**src/rtl/pix_sw_pkg.sv**
```systemverilog
// Package: bit positions of the switch-state word and shared helpers.
// Assumes a 7-bit state field at the bottom of the bus word.
package pix_sw_pkg;
    localparam int SW_BITS   = 7;
    localparam int B_RST     = 0;
    localparam int B_DCR     = 1;
    localparam int B_POLINV  = 2;
    localparam int B_POLNON  = 3;
    localparam int B_INTEG   = 4;
    localparam int B_START   = 5;
    localparam int B_XFER    = 6;

    typedef logic [SW_BITS-1:0] sw_word_t;

    // All switches open, strobes low.
    localparam sw_word_t SW_IDLE = 7'b001_1111;

    // True when the state closes conflicting switch pairs.
    function automatic logic sw_conflict(input sw_word_t w);
        return (!w[B_POLINV] && !w[B_POLNON]) || (!w[B_INTEG] && !w[B_RST]);
    endfunction
endpackage

```
**src/rtl/psl_addr_match.sv**
```systemverilog
// Address decoder: qualifies the write strobe with the timing-address field.
// Assumes the address sits in the top ADDR_W bits of the bus word.
module psl_addr_match #(
    parameter int ADDR_W = 4,
    parameter int BUS_W  = 12
) (
    input  logic              wr_stb,
    input  logic [ADDR_W-1:0] jumper_addr,
    input  logic [BUS_W-1:0]  bus_word,
    output logic              load,
    output pix_sw_pkg::sw_word_t next_word
);
    localparam int ADDR_LSB = BUS_W - ADDR_W;

    // Decode the address match and slice the state field.
    always_comb begin
        load      = wr_stb && (bus_word[BUS_W-1:ADDR_LSB] == jumper_addr);
        next_word = bus_word[pix_sw_pkg::SW_BITS-1:0];
    end
endmodule

```
**src/rtl/psl_state_reg.sv**
```systemverilog
// Switch-state register: holds the control word and flags transfer rising edges.
// Assumes synchronous active-low reset; one write may land per clock.
module psl_state_reg (
    input  logic                 clk,
    input  logic                 rst_n,
    input  logic                 load,
    input  pix_sw_pkg::sw_word_t next_word,
    output pix_sw_pkg::sw_word_t state,
    output logic                 cap_en
);
    import pix_sw_pkg::*;

    // Register the state word on a qualified write.
    always_ff @(posedge clk) begin
        if (!rst_n)    state <= SW_IDLE;
        else if (load) state <= next_word;
    end

    // Capture fires in the same edge that raises the transfer bit.
    always_comb cap_en = load && next_word[B_XFER] && !state[B_XFER];

    AST_WRITE_LOADS: assert property (@(posedge clk) disable iff (!rst_n)
        load |=> state == $past(next_word));
    AST_NO_WRITE_HOLDS: assert property (@(posedge clk) disable iff (!rst_n)
        !load |=> $stable(state));
endmodule

```
**src/rtl/psl_capture.sv**
```systemverilog
// Result holding latch for one channel, loaded when the transfer strobe rises.
// Assumes converter data is stable around the capturing edge.
module psl_capture #(
    parameter int DATA_W = 16
) (
    input  logic              clk,
    input  logic              rst_n,
    input  logic              cap_en,
    input  logic              xfer,
    input  logic [DATA_W-1:0] raw,
    output logic [DATA_W-1:0] hold
);
    // Latch converter data on a transfer rising edge.
    always_ff @(posedge clk) begin
        if (!rst_n)      hold <= '0;
        else if (cap_en) hold <= raw;
    end

    AST_HOLD_ONLY_ON_RISE: assert property (@(posedge clk) disable iff (!rst_n)
        !$stable(hold) |-> $rose(xfer));
    AST_HOLD_VALUE: assert property (@(posedge clk) disable iff (!rst_n)
        $rose(xfer) |-> hold == $past(raw));
endmodule

```
**src/rtl/pix_switch_latch.sv**
```systemverilog
// Top: fast per-pixel switch-state latch for a multi-channel video processor.
// Fans the shared state to every channel, keeps per-channel result latches
// and flags conflicting switch closures. Assumes synchronous active-low reset.
module pix_switch_latch #(
    parameter int ADDR_W = 4,
    parameter int BUS_W  = 12,
    parameter int CH     = 2,
    parameter int DATA_W = 16
) (
    input  logic                 clk,
    input  logic                 rst_n,
    input  logic [ADDR_W-1:0]    jumper_addr,
    input  logic                 wr_stb,
    input  logic [BUS_W-1:0]     bus_word,
    input  logic [CH*DATA_W-1:0] adc_raw,
    output logic [CH-1:0]        int_rst_n,
    output logic [CH-1:0]        dc_rest_n,
    output logic [CH-1:0]        pol_inv_n,
    output logic [CH-1:0]        pol_non_n,
    output logic [CH-1:0]        integ_n,
    output logic [CH-1:0]        adc_start,
    output logic [CH-1:0]        adc_xfer,
    output logic [CH*DATA_W-1:0] adc_hold,
    output logic                 conflict
);
    import pix_sw_pkg::*;

    logic     load;
    logic     cap_en;
    sw_word_t next_word;
    sw_word_t state;

    psl_addr_match #(.ADDR_W(ADDR_W), .BUS_W(BUS_W)) i_match (
        .wr_stb(wr_stb), .jumper_addr(jumper_addr), .bus_word(bus_word),
        .load(load), .next_word(next_word)
    );

    psl_state_reg i_state (
        .clk(clk), .rst_n(rst_n), .load(load), .next_word(next_word),
        .state(state), .cap_en(cap_en)
    );

    for (genvar c = 0; c < CH; c++) begin : g_ch
        // Drive this channel's switch controls from the shared state.
        always_comb begin
            int_rst_n[c] = state[B_RST];
            dc_rest_n[c] = state[B_DCR];
            pol_inv_n[c] = state[B_POLINV];
            pol_non_n[c] = state[B_POLNON];
            integ_n[c]   = state[B_INTEG];
            adc_start[c] = state[B_START];
            adc_xfer[c]  = state[B_XFER];
        end

        psl_capture #(.DATA_W(DATA_W)) i_cap (
            .clk(clk), .rst_n(rst_n), .cap_en(cap_en), .xfer(state[B_XFER]),
            .raw(adc_raw[c*DATA_W +: DATA_W]),
            .hold(adc_hold[c*DATA_W +: DATA_W])
        );
    end

    // Flag conflicting switch closures in the held state.
    always_comb conflict = sw_conflict(state);

    AST_POL_CONFLICT: assert property (@(posedge clk) disable iff (!rst_n)
        (!pol_inv_n[0] && !pol_non_n[0]) |-> conflict);
    AST_INTEG_CONFLICT: assert property (@(posedge clk) disable iff (!rst_n)
        (!integ_n[0] && !int_rst_n[0]) |-> conflict);
    AST_CH_ALIKE: assert property (@(posedge clk) disable iff (!rst_n)
        (int_rst_n[CH-1] == int_rst_n[0]) && (adc_xfer[CH-1] == adc_xfer[0])
        && (integ_n[CH-1] == integ_n[0]));
endmodule

```
**config.mk**
```make
export PLATFORM = sky130hd
export DESIGN_NAME = pix_switch_latch
export DESIGN_NICKNAME = d
export VERILOG_FILES = /design/src/rtl/pix_sw_pkg.sv /design/src/rtl/psl_addr_match.sv /design/src/rtl/psl_state_reg.sv /design/src/rtl/psl_capture.sv /design/src/rtl/pix_switch_latch.sv
export SDC_FILE = /design/constraint.sdc
export NUM_CORES = 1
export LEC_CHECK = 0
export BUFFER_PORTS_ARGS = -buffer_cell sky130_fd_sc_hd__buf_2
export CORE_ASPECT_RATIO = 1.4
export CORE_MARGIN = 2
export CORE_UTILIZATION = 45
export CTS_BUF_LIST = sky130_fd_sc_hd__clkbuf_4 sky130_fd_sc_hd__clkbuf_8
export DETAILED_ROUTE_END_ITERATION = 7
export PLACE_DENSITY = 0.78
export SLEW_MARGIN = 5
export SYNTH_ARGS = -nofsm -noshare
export SYNTH_HDL_FRONTEND = slang
export SYNTH_SLANG_ARGS = --single-unit
```
**constraint.sdc**
```tcl
create_clock -name clk -period 1.55 [get_ports clk]
set_clock_uncertainty 0.2 [all_clocks]
set_input_delay 0.0775 -clock clk [delete_from_list [all_inputs] [get_ports clk]]
set_output_delay 0.0775 -clock clk [all_outputs]
set_load 0.005 [all_outputs]
```
==> flow_metrics.env <==
export IMPL_power_switching_mw=0.453
export IMPL_drc=0
export IMPL_die_area_sq_mm=0.00426
export IMPL_routed_via_density=4.78
export IMPL_chipWidth_microns=55.8
export IMPL_holdWs_ps=55.6
export IMPL_tightest_slew_ps=305
export IMPL_min_period_ps=1500
export IMPL_wirelength_microns=4540
export IMPL_grtUsageTotal_pct=21.0
export IMPL_clkPwrFrac_pct=36.3
export IMPL_setup_viol=0
export IMPL_globalplace_congestion=0.733
export IMPL_cap_violations=0
export IMPL_grt_pass1_wl_microns=7210
export IMPL_dp_cells=308
export IMPL_overflow=0
export IMPL_min_from="rst_n"
export IMPL_fin_util_pct=76.0
export IMPL_peakVddDrop_mv=0.852
export IMPL_vias=1720
export IMPL_cts_root_buf="clkbuf_8"
export IMPL_firstDrtPassIters=4
export IMPL_start_util_pct=46.7
export IMPL_relSlewSlack_pct=79.4
export IMPL_fin_cells=360
export IMPL_wl_met1_microns=1670
export IMPL_wire_per_inst_microns=12.6
export IMPL_rows=26
export IMPL_cts_tree="yes"
export IMPL_syn_area_per_cell_sq_um=9.03
export IMPL_drtIter0Drc=30
export IMPL_hold_viol=0
export IMPL_outcome="finished, final reports clean"
export IMPL_grt_start_max_net_pins=74
export IMPL_path_class="input pin to flip-flop"
export IMPL_syn_inst=187
export IMPL_cts_sinks=39
export IMPL_ios=98
export IMPL_io_buffer_count=96
export IMPL_crit_fanout=8
export IMPL_cp_end_kind="flip-flop"
export IMPL_p_leak_nw=1.26
export IMPL_top_layer="met4"
export IMPL_cp_arrival_ps=1510
export IMPL_cts_buffers=5
export IMPL_antenna_cells=0
export IMPL_ys_ff_latch=39
export IMPL_p_seq_share_pct=49.7
export IMPL_core_area_sq_mm=0.00361
export IMPL_grt_pass1_vias=1697
export IMPL_synth_distinct_cells=16
export IMPL_layout_drive_gt1_share_pct=37.1
export IMPL_h_tree_depth=2
export IMPL_hold_path_class="input pin to flip-flop"
export IMPL_clkLatencyLatePin_ps=280
export IMPL_startpoint_type="input pin"
export IMPL_ant_nets=0
export IMPL_dr_wl_met3_microns=292
export IMPL_grt_antenna_before_repair=0
export IMPL_combinationalPowerShare_pct=14.1
export IMPL_internal_power_mw=1.61
export IMPL_max_clock_freq_ghz=0.667
export IMPL_nets=368
export IMPL_slew_viol_final=0
export IMPL_netlist_area_sq_mm=0.00169
export IMPL_die_h_microns=76.5
export IMPL_yosysWarnings=0
export IMPL_dp_hpwl_microns=2490
export IMPL_fin_crit_sh_pct=96.7
export IMPL_crit_required_ps=1560
export IMPL_power_density_mw_per_mm2=752
export IMPL_clkTransAtPathRegs_ps=70
export IMPL_switching_share_pct=22.0
export IMPL_ys_seq_area_share_pct=46.3
export IMPL_clock_path_buffers=2
export IMPL_r2r_start="i_state.state[6]"
export IMPL_met2WireLength_microns=2470
export IMPL_synth_nets=238
export IMPL_tns_ps=0
export IMPL_layout_area_overhead_vs_synth_pct=62.6
export IMPL_worstSetupStartpoint="bus_word[6]"
-- cells in the final DEF (no fill, tap or decap) --
cell type      synthesis  routed
buf_12                 0       3
buf_2                  1      96
buf_4                  8       2
buf_6                  0       1
clkbuf_16              0       3
clkbuf_4               0       1
clkbuf_8               0       7
dfxtp_1               39      39
dlygate4sd3_1          0      39
inv_1                  5       5
mux2i_1               34      32
mux2i_2                0       2
nand2_1               69      69
nand3_2                1       2
nor2_1                 1       1
nor3_4                 1       1
o21ai_0                5       5
o22ai_1                1       1
o311ai_0               5       5
xnor2_1                4       4
-- per-stage QoR --
stage               worst slack, ps  area (sq um)  power (mW)
finish                         50.8          2750        2.06
global placement                102          2140        1.24
CTS                            76.4          2640        2.07
floorplan                       201          1690        1.15
detailed placement             42.5          2140        1.24
global route                  -24.2          2750        2.16
-- cells in the mapped netlist --
master    instances  share of area (%)
buf_2             1               0.30
buf_4             8                3.6
buf_8             3                2.7
clkbuf_1          9                2.0
dfxtp_1          39                 46
inv_1             5                1.1
mux2i_1          34                 20
nand2_1          69                 15
nand3_1           1               0.30
nand3_2           1               0.59
nor2_1            1               0.22
nor3_4            1               0.96
o21ai_0           5                1.5
o22ai_1           1               0.37
o311ai_0          5                2.6
xnor2_1           4                2.1
-- cell families after synthesis --
family                 synth area share (%)
AO/OA/AOI/OAI                          4.45
multiplexers                           20.2
flip-flops                             46.3
AND/OR/NAND/NOR                        17.4
XOR/XNOR                               2.08
buffers and inverters                  9.64
-- sequential cells by signal, indices dropped and copies added (netlist names) --
signal	flops
i_state.state	7
g_ch.i_cap.hold	32
-- power by group through the flow --
stage | sequential [mW] | clock (mW) | combinational, mW
finish | 1.03 | 0.748 | 0.290
global route | 1.03 | 0.819 | 0.317
CTS | 1.02 | 0.779 | 0.272
detailed placement | 1.05 | 0 | 0.196
global placement | 1.05 | 0 | 0.192
floorplan | 1.05 | 0 | 0.106
-- worst max-delay path: stages --
cell	delay, ps
dlygate4sd3_1	530
buf_2	120
nand3_2	80
nor3_4	190
buf_6	170
buf_12	140
mux2i_2	210
-- layout make-up --
class | instances | area, sq um
Sequential cell | 39 | 781
Clock buffer | 8 | 104
Tap cell | 42 | 52.6
Multi-Input combinational cell | 122 | 757
Fill cell | 291 | 866
Timing Repair Buffer | 144 | 1030
Inverter | 5 | 18.8
-- layer usage --
metal,global-route usage (%),vias to the layer above
li1,-,858
met2,40.6,62
met4,8.54,0
met3,5.77,11
met5,0,-
met1,20.1,789
-- repair_timing --
item                                    in CTS  in global routing
setup buffers                                0                  2
endpoints found under the setup margin       0                  2
endpoints found under the hold margin       39                  0
resized for setup                            0                  4
hold buffers                                39                  0
-- worst paths after layout --
path / depth (start not counted) / slack (ps) / endpoint
setup / recovery: 7 / 50 / g_ch[0].i_cap.hold[3]
hold / removal: 3 / 60 / i_state.state[2]
setup reg to reg: 4 / 180 / g_ch[0].i_cap.hold[3]
hold reg to reg: 2 / 250 / g_ch[1].i_cap.hold[6]
Power figures use the tool's default switching activity.
